**src/rtl/vrf_pkg.sv**
```systemverilog
package vrf_pkg;
  typedef enum logic [2:0] {
    RG_CTRL = 3'd0, RG_MASK = 3'd1, RG_STAT = 3'd2, RG_SADR = 3'd3,
    RG_SDAT = 3'd4, RG_SCRL = 3'd5, RG_VADR = 3'd6, RG_VDAT = 3'd7
  } reg_idx_e;

  localparam int CB_IRQ_EN = 7;
  localparam int CB_TALL   = 5;
  localparam int CB_INC    = 2;

  function automatic logic [15:0] ptr_step(input logic inc32);
    return inc32 ? 16'd32 : 16'd1;
  endfunction

  function automatic logic [7:0] stat_byte(input logic vbl, input logic hit);
    return {vbl, hit, 6'b0};
  endfunction
endpackage

```
**src/rtl/vrf_decode.sv**
```systemverilog
module vrf_decode #(
  parameter int AW = 13
) (
  input  logic          sel,
  input  logic          we,
  input  logic          re,
  input  logic [AW-1:0] addr,
  output logic [7:0]    wr_stb,
  output logic [7:0]    rd_stb
);
  logic [AW-1:0] unused_addr;
  assign unused_addr = {addr[AW-1:3], 3'b0};

  for (genvar g = 0; g < 8; g++) begin : g_reg
    assign wr_stb[g] = sel & we & (addr[2:0] == 3'(g));
    assign rd_stb[g] = sel & re & ~we & (addr[2:0] == 3'(g));
  end
endmodule

```
**src/rtl/vrf_latch2.sv**
```systemverilog
module vrf_latch2 (
  input  logic       clk,
  input  logic       rst_n,
  input  logic       wr_scroll,
  input  logic       wr_addr,
  input  logic       clr_toggle,
  input  logic [7:0] wdata,
  output logic [7:0] scroll_x,
  output logic [7:0] scroll_y,
  output logic       ld_hi,
  output logic       ld_lo
);
  logic toggle;

  assign ld_hi = wr_addr & ~toggle;
  assign ld_lo = wr_addr & toggle;

  always_ff @(posedge clk) begin
    if (!rst_n) begin
      toggle   <= 1'b0;
      scroll_x <= '0;
      scroll_y <= '0;
    end else begin
      if (wr_scroll && !toggle) scroll_x <= wdata;
      if (wr_scroll && toggle)  scroll_y <= wdata;
      if (clr_toggle)                 toggle <= 1'b0;
      else if (wr_scroll || wr_addr)  toggle <= ~toggle;
    end
  end

  AST_TOGGLE_CLR: assert property (@(posedge clk) disable iff (!rst_n)
    clr_toggle |=> !toggle);
  AST_TOGGLE_FLIP: assert property (@(posedge clk) disable iff (!rst_n)
    (wr_scroll || wr_addr) && !clr_toggle |=> toggle != $past(toggle));
endmodule

```
**src/rtl/vrf_vptr.sv**
```systemverilog
module vrf_vptr #(
  parameter int VAW = 14
) (
  input  logic           clk,
  input  logic           rst_n,
  input  logic           ld_hi,
  input  logic           ld_lo,
  input  logic           data_acc,
  input  logic           inc32,
  input  logic [VAW-9:0] hi_bits,
  input  logic [7:0]     lo_bits,
  output logic [VAW-1:0] ptr
);
  import vrf_pkg::*;

  logic [15:0] step;
  assign step = ptr_step(inc32);

  always_ff @(posedge clk) begin
    if (!rst_n) ptr <= '0;
    else if (ld_hi)    ptr[VAW-1:8] <= hi_bits;
    else if (ld_lo)    ptr[7:0] <= lo_bits;
    else if (data_acc) ptr <= ptr + step[VAW-1:0];
  end

  AST_PTR_HOLD: assert property (@(posedge clk) disable iff (!rst_n)
    !(ld_hi || ld_lo || data_acc) |=> $stable(ptr));
  AST_PTR_LO_KEEPS_HI: assert property (@(posedge clk) disable iff (!rst_n)
    ld_lo |=> ptr[VAW-1:8] == $past(ptr[VAW-1:8]));
endmodule

```
**src/rtl/vrf_status.sv**
```systemverilog
module vrf_status (
  input  logic clk,
  input  logic rst_n,
  input  logic frame_start,
  input  logic frame_end,
  input  logic spr0_hit,
  input  logic stat_rd,
  output logic vblank,
  output logic hit
);
  always_ff @(posedge clk) begin
    if (!rst_n) begin
      vblank <= 1'b0;
      hit    <= 1'b0;
    end else begin
      if (frame_start)            vblank <= 1'b1;
      else if (stat_rd || frame_end) vblank <= 1'b0;
      if (spr0_hit)       hit <= 1'b1;
      else if (frame_end) hit <= 1'b0;
    end
  end

  AST_VBL_SET: assert property (@(posedge clk) disable iff (!rst_n)
    frame_start |=> vblank);
  AST_RD_CLR: assert property (@(posedge clk) disable iff (!rst_n)
    stat_rd && !frame_start |=> !vblank);
endmodule

```
**src/rtl/vrf_top.sv**
```systemverilog
module vrf_top #(
  parameter int AW  = 13,
  parameter int VAW = 14
) (
  input  logic           clk,
  input  logic           rst_n,
  input  logic           cpu_sel,
  input  logic           cpu_we,
  input  logic           cpu_re,
  input  logic [AW-1:0]  cpu_addr,
  input  logic [7:0]     cpu_wdata,
  output logic [7:0]     cpu_rdata,
  input  logic           frame_start,
  input  logic           frame_end,
  input  logic           spr0_hit,
  output logic [VAW-1:0] vram_addr,
  output logic           vram_we,
  output logic [7:0]     vram_wdata,
  input  logic [7:0]     vram_rdata,
  output logic [7:0]     oam_addr,
  output logic           oam_we,
  output logic [7:0]     oam_wdata,
  output logic [7:0]     scroll_x,
  output logic [7:0]     scroll_y,
  output logic           spr_tall,
  output logic [1:0]     nt_base,
  output logic [7:0]     mask_q,
  output logic           irq
);
  import vrf_pkg::*;

  logic [7:0] wr_stb, rd_stb;
  logic [7:0] ctrl_q;
  logic       ld_hi, ld_lo, data_acc, vblank, hit;
  logic [7:0] unused_bits;

  assign unused_bits = {rd_stb[6:3], rd_stb[1:0], ctrl_q[6] ^ ctrl_q[4], ctrl_q[3]};

  vrf_decode #(.AW(AW)) u_dec (
    .sel(cpu_sel), .we(cpu_we), .re(cpu_re), .addr(cpu_addr),
    .wr_stb(wr_stb), .rd_stb(rd_stb)
  );

  vrf_latch2 u_latch (
    .clk(clk), .rst_n(rst_n),
    .wr_scroll(wr_stb[RG_SCRL]), .wr_addr(wr_stb[RG_VADR]),
    .clr_toggle(rd_stb[RG_STAT]), .wdata(cpu_wdata),
    .scroll_x(scroll_x), .scroll_y(scroll_y), .ld_hi(ld_hi), .ld_lo(ld_lo)
  );

  assign data_acc = wr_stb[RG_VDAT] | rd_stb[RG_VDAT];

  vrf_vptr #(.VAW(VAW)) u_ptr (
    .clk(clk), .rst_n(rst_n), .ld_hi(ld_hi), .ld_lo(ld_lo),
    .data_acc(data_acc), .inc32(ctrl_q[CB_INC]),
    .hi_bits(cpu_wdata[VAW-9:0]), .lo_bits(cpu_wdata), .ptr(vram_addr)
  );

  vrf_status u_stat (
    .clk(clk), .rst_n(rst_n), .frame_start(frame_start), .frame_end(frame_end),
    .spr0_hit(spr0_hit), .stat_rd(rd_stb[RG_STAT]), .vblank(vblank), .hit(hit)
  );

  always_ff @(posedge clk) begin
    if (!rst_n) begin
      ctrl_q   <= '0;
      mask_q   <= '0;
      oam_addr <= '0;
    end else begin
      if (wr_stb[RG_CTRL]) ctrl_q <= cpu_wdata;
      if (wr_stb[RG_MASK]) mask_q <= cpu_wdata;
      if (wr_stb[RG_SADR])      oam_addr <= cpu_wdata;
      else if (wr_stb[RG_SDAT]) oam_addr <= oam_addr + 8'd1;
    end
  end

  assign spr_tall   = ctrl_q[CB_TALL];
  assign nt_base    = ctrl_q[1:0];
  assign irq        = vblank & ctrl_q[CB_IRQ_EN];
  assign vram_we    = wr_stb[RG_VDAT];
  assign vram_wdata = cpu_wdata;
  assign oam_we     = wr_stb[RG_SDAT];
  assign oam_wdata  = cpu_wdata;

  always_comb begin
    cpu_rdata = '0;
    if (rd_stb[RG_STAT]) cpu_rdata = stat_byte(vblank, hit);
    if (rd_stb[RG_VDAT]) cpu_rdata = vram_rdata;
  end

  AST_OAM_INC: assert property (@(posedge clk) disable iff (!rst_n)
    oam_we |=> oam_addr == $past(oam_addr) + 8'd1);
  AST_IRQ_SRC: assert property (@(posedge clk) disable iff (!rst_n)
    $rose(irq) |-> $past(frame_start) || $past(wr_stb[RG_CTRL]));
  AST_ONE_PORT: assert property (@(posedge clk) disable iff (!rst_n)
    $onehot0({vram_we, oam_we, rd_stb[RG_STAT]}));
endmodule

```
**config.mk**
```make
export PLATFORM = sky130hd
export DESIGN_NAME = vrf_top
export DESIGN_NICKNAME = d
export VERILOG_FILES = /design/src/rtl/vrf_pkg.sv /design/src/rtl/vrf_decode.sv /design/src/rtl/vrf_latch2.sv /design/src/rtl/vrf_vptr.sv /design/src/rtl/vrf_status.sv /design/src/rtl/vrf_top.sv
export SDC_FILE = /design/constraint.sdc
export NUM_CORES = 1
export LEC_CHECK = 0
export ABC_AREA = 1
export ABC_CLOCK_PERIOD_IN_PS = 1900
export BUFFER_PORTS_ARGS = -buffer_cell sky130_fd_sc_hd__buf_2
export CORE_MARGIN = 2
export CORE_UTILIZATION = 31
export CTS_BUF_LIST = sky130_fd_sc_hd__clkbuf_8
export CTS_CLUSTER_SIZE = 16
export DETAILED_ROUTE_END_ITERATION = 16
export PLACE_DENSITY = 0.66
export SLEW_MARGIN = 40
export SYNTH_ARGS = -nofsm -noshare
export SYNTH_HDL_FRONTEND = slang
export SYNTH_SLANG_ARGS = --single-unit
```
**constraint.sdc**
```tcl
create_clock -name clk -period 1.9 [get_ports clk]
set_input_delay 0.095 -clock clk [delete_from_list [all_inputs] [get_ports clk]]
set_output_delay 0.095 -clock clk [all_outputs]
set_load 0.05 [all_outputs]
```
# ---- Word-level counts from Yosys, hierarchy flattened
# Index checks and enable logic that the tools add are counted.
dict set report totals {
  ff_bits 57
  latchBits 0
  ramBits 0
  romBits 0
  inputBits 37
  output_inout_bits 76
  word_cells 67
  n_memories 0
}
dict set report op_classes {
  addsub 2
  mul 0
  div_mod_pow 0
  magnitude_cmp 0
  n_eq_ne 8
  shifts 0
  n_mux 13
  n_bitwise 20
  reduce_logical 14
}
# cell count
set op_table {}
lappend op_table {{2-to-1 mux 8 bit} 5}
lappend op_table {{2-to-1 mux 6 bit} 3}
lappend op_table {{bitwise AND 1 bit} 15}
lappend op_table {{adder 14 bit} 1}
lappend op_table {{2-to-1 mux 14 bit} 1}
lappend op_table {{equality test 3 bit, second input constant} 4}
lappend op_table {{nonzero test 2 bit} 5}
lappend op_table {{adder 8 x 1 -> 8 bit, second input constant} 1}
lappend op_table {{equality test 3 x 2 -> 1 bit, second input constant} 2}
lappend op_table {{2-to-1 mux 1 bit} 4}
lappend op_table {{inverter 1 bit} 4}
lappend op_table {{AND reduction 2 bit} 2}
lappend op_table {{equality test 3 x 1 -> 1 bit, second input constant} 1}
lappend op_table {{zero test 3 bit} 1}
lappend op_table {{logical AND 1 bit} 2}
lappend op_table {{logical OR 1 bit} 2}
lappend op_table {{!= test 2 bit, second input constant} 1}
lappend op_table {{OR reduction 2 bit} 1}
lappend op_table {{zero test 1 bit} 1}
lappend op_table {{OR 1 bit} 1}

# ---- Logic depth before layout (Yosys ltp)
dict set report depth {
  depth_word 7
  depth_mapped 11
  ltp_nobuf 11
}

# ---- Hierarchy
# From an unflattened synthesis, not the netlist that was laid out.
dict set report unflattened {
  cells_unflattened 469
  area_unflattened_um2 3067.9
}
# mod instances cells_per_inst area_per_inst_um2 seq_area_each_um2
set by_module_without_submodules {}
lappend by_module_without_submodules {vrf_top 1 165 1139.8 420.4}
lappend by_module_without_submodules {vrf_vptr 1 165 1012.2 280.3}
lappend by_module_without_submodules {vrf_latch2 1 98 703.2 340.3}
lappend by_module_without_submodules {vrf_decode 1 31 130.1 0.0}
lappend by_module_without_submodules {vrf_status 1 10 82.6 40.0}

# ---- Worst setup path before layout
# No wires, ideal clock.
dict set report synth_timing {
  path_kind {register -> register}
  start {register u_ptr.ptr[0]}
  end {register u_ptr.ptr[6]}
  setup_time_ns 0.070
  arrival_ns 1.766
  required_ns 1.830
  path_slack_ns 0.064
  stages_incl_launch_ff 8
  n_path_buf 0
  synth_period_minus_slack_ns 1.836
  path_cell_list {dfxtp_1 -> ha_1 -> ha_1 -> nand3_1 -> o21bai_1 -> or2_2 -> nand3_1 -> a21oi_1}
}
dict set report synth_via {
  elab_chain_len 3
}
# element line_no
set synth_lines {}
lappend synth_lines {{start: declaration} vrf_vptr.sv:12} ;# output logic [VAW-1:0] ptr
lappend synth_lines {{start signal: indexed assignment} vrf_vptr.sv:21} ;# else if (ld_hi) ptr[VAW-1:8] <= hi_bits;
lappend synth_lines {{start signal: assignment} vrf_vptr.sv:22} ;# else if (ld_lo) ptr[7:0] <= lo_bits;
lappend synth_lines {{start signal: assignment} vrf_vptr.sv:23} ;# else if (data_acc) ptr <= ptr + step[VAW-1:0];
lappend synth_lines {{adder 14 bit} vrf_vptr.sv:23}
lappend synth_lines {{2-to-1 mux 14 bit} vrf_vptr.sv:23}
lappend synth_lines {{2-to-1 mux 8 bit} vrf_vptr.sv:22}
# Every way passes these cells. The select of a mux whose other input is x is not followed.
# A chain may end at the register's enable or synchronous reset.

# ---- Worst setup path after layout
dict set report layout_timing {
  start {register ctrl_q[2]}
  end {register u_ptr.ptr[6]}
}
dict set report layout_via {
  elab_chain_len 4
}
# element line_no
set layout_lines {}
lappend layout_lines {{start: declaration} vrf_top.sv:33} ;# logic [7:0] ctrl_q;
lappend layout_lines {{start signal: assignment} vrf_top.sv:70} ;# if (wr_stb[RG_CTRL]) ctrl_q <= cpu_wdata;
lappend layout_lines {{2-to-1 mux 6 bit} vrf_pkg.sv:12} ;# return inc32 ? 16'd32 : 16'd1;
lappend layout_lines {{adder 14 bit} vrf_vptr.sv:23}
lappend layout_lines {{2-to-1 mux 14 bit} vrf_vptr.sv:23}
lappend layout_lines {{2-to-1 mux 8 bit} vrf_vptr.sv:22}
# Every way passes these cells. The select of a mux whose other input is x is not followed.

==> impl_metrics.prom <==
# TYPE chip_impl_metric gauge
chip_impl_metric{name="post_synth_instance_area",unit="mm^2"} 0.00286
chip_impl_metric{name="setup_violations",unit=""} 0
chip_impl_metric{name="first_global_vias",unit=""} 2569
chip_impl_metric{name="finalWorstSetupSlack",unit="ns"} 0.285
chip_impl_metric{name="cts_inserted_buffers",unit=""} 5
chip_impl_info{name="critical_path_class",value="flop to flop"} 1
chip_impl_metric{name="number_of_max_cap_violations",unit=""} 0
chip_impl_metric{name="floorplan.die.width",unit="um"} 100
chip_impl_metric{name="postCtsResizedCells",unit=""} 0
chip_impl_metric{name="yosys.cell_types.count",unit=""} 29
chip_impl_metric{name="grt_first_pass_wirelength",unit="mm"} 12.6
chip_impl_metric{name="required",unit="ns"} 2.10
chip_impl_info{name="setup_repair_after_global_routing_missed_its_margin",value="no"} 1
chip_impl_metric{name="die_area",unit="mm^2"} 0.0100
chip_impl_metric{name="via_count",unit=""} 2912
chip_impl_metric{name="placed_cells",unit=""} 609
chip_impl_metric{name="detail_route.vias_per_cell",unit=""} 4.71
chip_impl_metric{name="layout_min_cycle_time",unit="ns"} 1.61
chip_impl_metric{name="worst_vdd_drop",unit="uV"} 322
chip_impl_metric{name="flow.area_growth_from_synthesis",unit="%"} 20.3
chip_impl_metric{name="cp_max_fo",unit=""} 4
chip_impl_metric{name="finalNonFillerCells",unit=""} 618
chip_impl_metric{name="post_route_cells_drive_above_1_share",unit="%"} 24.5
chip_impl_metric{name="wl_per_instance",unit="um"} 13.0
chip_impl_metric{name="number_of_top_level_pins",unit=""} 113
chip_impl_info{name="holdCritStartpoint",value="spr0_hit"} 1
chip_impl_metric{name="std_cell_rows",unit=""} 35
chip_impl_metric{name="ys_seq_area_share",unit="%"} 37.8
chip_impl_metric{name="postRouteAntennaNets",unit=""} 0
chip_impl_metric{name="maximum_number_of_pins_on_one_net_before_global_route_repair",unit=""} 34
chip_impl_metric{name="placement.setup.worst_slack",unit="ns"} 0.292
chip_impl_metric{name="grt_remaining_overflow",unit=""} 0
chip_impl_metric{name="place.gp.congestion",unit=""} 0.856
chip_impl_metric{name="die_h",unit="um"} 100
chip_impl_metric{name="timing.reg2reg.worst_path_depth",unit=""} 8
chip_impl_metric{name="power_density",unit="mW/mm^2"} 627
chip_impl_metric{name="drt_pass1_iterations",unit=""} 5
chip_impl_metric{name="fmax",unit="MHz"} 619
chip_impl_metric{name="total_leakage_power",unit="nW"} 1.69
chip_impl_metric{name="insertedDiodeCount",unit=""} 0
chip_impl_info{name="hp-class",value="primary input to flop"} 1
chip_impl_info{name="worst_hold_path.endpoint",value="u_stat.hit$_SDFFE_PN0P_"} 1
chip_impl_metric{name="routed_wl",unit="mm"} 8.06
chip_impl_info{name="cts-root-buf",value="sky130_fd_sc_hd__clkbuf_8"} 1
chip_impl_metric{name="drcViolationCount",unit=""} 0
chip_impl_metric{name="timing_hold_violations_final",unit=""} 0
chip_impl_metric{name="timing.max_slew.rel_slack",unit="%"} 62.3
chip_impl_metric{name="maximum_buffer_depth_of_the_clock_tree",unit=""} 2
chip_impl_metric{name="detailedRoute.firstIterationViolations",unit=""} 136
chip_impl_metric{name="clock_skew",unit="ns"} 0.0158
chip_impl_metric{name="r2r_slack",unit="ns"} 0.29
chip_impl_metric{name="nNetsFinal",unit=""} 547
chip_impl_info{name="cp-end-kind",value="flop"} 1
chip_impl_metric{name="syn-num-nets",unit=""} 461
chip_impl_metric{name="gr-usage-all-layers",unit="%"} 15.9
chip_impl_metric{name="numPortBuffers",unit=""} 102
chip_impl_info{name="cts_tree",value="built"} 1
chip_impl_metric{name="ys_ff_latch",unit=""} 54
chip_impl_metric{name="synth-warning-count",unit=""} 0
chip_impl_metric{name="min_delay_path_depth",unit=""} 3
chip_impl_metric{name="clock_slew_at_reported_path_ffs",unit="ns"} 0.11
chip_impl_metric{name="worst_pin_slew",unit="ns"} 0.564
chip_impl_metric{name="syn-instance-count",unit=""} 420
chip_impl_metric{name="maxSlewViolCount",unit=""} 0
chip_impl_info{name="r2r_start",value="ctrl_q[2]$_SDFFE_PN0P_"} 1
chip_impl_metric{name="core",unit="mm^2"} 0.00911
chip_impl_info{name="outcome",value="finished, final reports clean"} 1
chip_impl_metric{name="antenna_found_initial",unit=""} 0
chip_impl_metric{name="tns",unit="ns"} 0
chip_impl_metric{name="fin_worst_hold_slack",unit="ns"} 0.0144
chip_impl_metric{name="count_of_clock_tree_sinks",unit=""} 54
chip_impl_metric{name="clk-insertion-delay-late",unit="ns"} 0.31
chip_impl_metric{name="initial_core_util",unit="%"} 31.4
chip_impl_info{name="crit-reg2reg-capture",value="u_ptr.ptr[6]$_SDFFE_PN0P_"} 1
chip_impl_metric{name="htree_num_levels",unit=""} 2
chip_impl_info{name="critical_path_start_type",value="flop"} 1
chip_impl_metric{name="syn-mean-instance-area",unit="um^2"} 6.80
chip_impl_metric{name="cp.arrival",unit="ns"} 1.81
chip_impl_metric{name="hpwlAfterDp",unit="mm"} 5.86
chip_impl_metric{name="period_share",unit="%"} 85.0
metal layers:
metal	routed length (um)	up-vias	track usage (%)
met5	0	-	0
met4	70	0	3.06
met3	436	10	3.48
met2	4020	75	27.4
met1	3530	1327	20.5
li1	-	1500	-
flip-flops by register name, summed over array words and instances (netlist names):
signal / count
u_ptr.ptr: 14
mask_q: 8
oam_addr: 8
u_latch.scroll_x: 8
u_latch.scroll_y: 8
ctrl_q: 5
u_latch.toggle: 1
u_stat.hit: 1
u_stat.vblank: 1
synth_stat cells, drive strengths merged:
library cell  number  share of area, %
a21oi             39               6.8
clkinv             1              0.13
xnor2              4               1.2
or2                3              0.66
o21bai             1              0.26
o22ai              3              0.66
o31ai              1              0.26
ha                 4               1.8
nand4              1              0.22
clkbuf             4              0.53
xor2               3              0.92
o211ai             2              0.53
dfxtp             54                38
inv               64               8.4
o21ai             37               6.5
nand3             33               6.0
nor3               3              0.53
nand2             89                12
nor2              42               6.5
a31oi              9               2.0
buf               23               6.3
through the flow:
| step | cell area (um^2) | power (W) | util (%) |
|---|---|---|---|
| floorplan | 2860 | 0.00143 | - |
| global placement | 3340 | 0.00151 | 36.6 |
| detailed placement | 3340 | 0.00151 | 36.6 |
| CTS | 3440 | 0.00219 | 37.7 |
| global route | 3440 | 0.00225 | 37.7 |
| finish | 3440 | 0.00215 | 37.7 |
how the worst max path moves through the flow:
stage                              start                         to  slack, ns  cells past startpoint
2_1_floorplan  u_ptr.ptr[0]$_SDFFE_PN0P_  u_ptr.ptr[6]$_SDFFE_PN0P_       0.06                      7
3_3_place_gp      ctrl_q[2]$_SDFFE_PN0P_  u_ptr.ptr[6]$_SDFFE_PN0P_       0.32                      8
3_5_place_dp      ctrl_q[2]$_SDFFE_PN0P_  u_ptr.ptr[6]$_SDFFE_PN0P_       0.29                      8
4_1_cts           ctrl_q[2]$_SDFFE_PN0P_  u_ptr.ptr[6]$_SDFFE_PN0P_       0.28                      8
5_1_grt           ctrl_q[2]$_SDFFE_PN0P_  u_ptr.ptr[8]$_SDFFE_PN0P_       0.11                     11
6_report          ctrl_q[2]$_SDFFE_PN0P_  u_ptr.ptr[6]$_SDFFE_PN0P_       0.29                      8
worst max-delay path: stages (launching register included):
cell,delay (ns)
sky130_fd_sc_hd__dfxtp_1,0.35
sky130_fd_sc_hd__inv_1,0.06
sky130_fd_sc_hd__ha_1,0.21
sky130_fd_sc_hd__ha_1,0.21
sky130_fd_sc_hd__nand3_1,0.14
sky130_fd_sc_hd__o21bai_1,0.12
sky130_fd_sc_hd__or2_2,0.29
sky130_fd_sc_hd__nand3_1,0.07
sky130_fd_sc_hd__a21oi_1,0.06
layout by cell type, fill, tap and decap left out:
| cell type | count |
|---|---|
| sky130_fd_sc_hd__nor2_1 | 37 |
| sky130_fd_sc_hd__clkinv_2 | 1 |
| sky130_fd_sc_hd__clkbuf_8 | 6 |
| sky130_fd_sc_hd__inv_1 | 65 |
| sky130_fd_sc_hd__o21bai_1 | 1 |
| sky130_fd_sc_hd__nor2_2 | 2 |
| sky130_fd_sc_hd__o22ai_1 | 3 |
| sky130_fd_sc_hd__dfxtp_1 | 54 |
| sky130_fd_sc_hd__a31oi_1 | 9 |
| sky130_fd_sc_hd__nor2_4 | 3 |
| sky130_fd_sc_hd__o31ai_1 | 1 |
| sky130_fd_sc_hd__a21oi_1 | 39 |
| sky130_fd_sc_hd__dlygate4sd3_1 | 1 |
| sky130_fd_sc_hd__xor2_1 | 3 |
| sky130_fd_sc_hd__nand4_1 | 1 |
| sky130_fd_sc_hd__or2_2 | 3 |
| sky130_fd_sc_hd__o211ai_1 | 2 |
| sky130_fd_sc_hd__ha_1 | 4 |
| sky130_fd_sc_hd__clkinv_1 | 1 |
| sky130_fd_sc_hd__nand2_4 | 1 |
| sky130_fd_sc_hd__xnor2_1 | 4 |
| sky130_fd_sc_hd__nor3_1 | 3 |
| sky130_fd_sc_hd__buf_4 | 3 |
| sky130_fd_sc_hd__nand2_1 | 86 |
| sky130_fd_sc_hd__buf_2 | 102 |
| sky130_fd_sc_hd__nand3_1 | 32 |
| sky130_fd_sc_hd__nand2_2 | 2 |
| sky130_fd_sc_hd__nand3_2 | 1 |
| sky130_fd_sc_hd__o21ai_0 | 37 |
final cells by class:
| cell class | instances | area [um^2] |
|---|---|---|
| Clock buffer | 6 | 82.6 |
| Tap cell | 111 | 139 |
| Sequential cell | 54 | 1080 |
| Fill cell | 1004 | 5670 |
| Clock inverter | 2 | 8.76 |
| Multi-Input combinational cell | 274 | 1340 |
| Inverter | 65 | 244 |
| Timing Repair Buffer | 106 | 543 |
where the power goes:
group | switching (W) | internal [W] | total [W] | leakage (nW)
registers | 0.0000130 | 0.00115 | 0.00116 | 0.437
logic | 0.000245 | 0.0000766 | 0.000322 | 1.20
clock network | 0.000379 | 0.000290 | 0.000669 | 0.0524
total | 0.000638 | 0.00152 | 0.00215 | 1.69
cells by family (layout without fill, tap and decap cells):
family | count (synthesis) | count (layout) | share of synthesized area (%)
AO/OA/AOI/OAI | 92 | 92 | 17.0
XOR/XNOR | 7 | 7 | 2.15
adder cells (fa/ha/maj) | 4 | 4 | 1.75
buffers and inverters | 92 | 179 | 15.3
flip-flops | 54 | 54 | 37.8
AND/OR/NAND/NOR | 171 | 171 | 26.0
what timing repair did:
action,CTS,global route
setup endpoints to repair,0,0
hold buffers,1,0
endpoints found under the hold margin,1,0
buffers inserted,0,0
No activity file was read; power rests on OpenSTA's default activity.
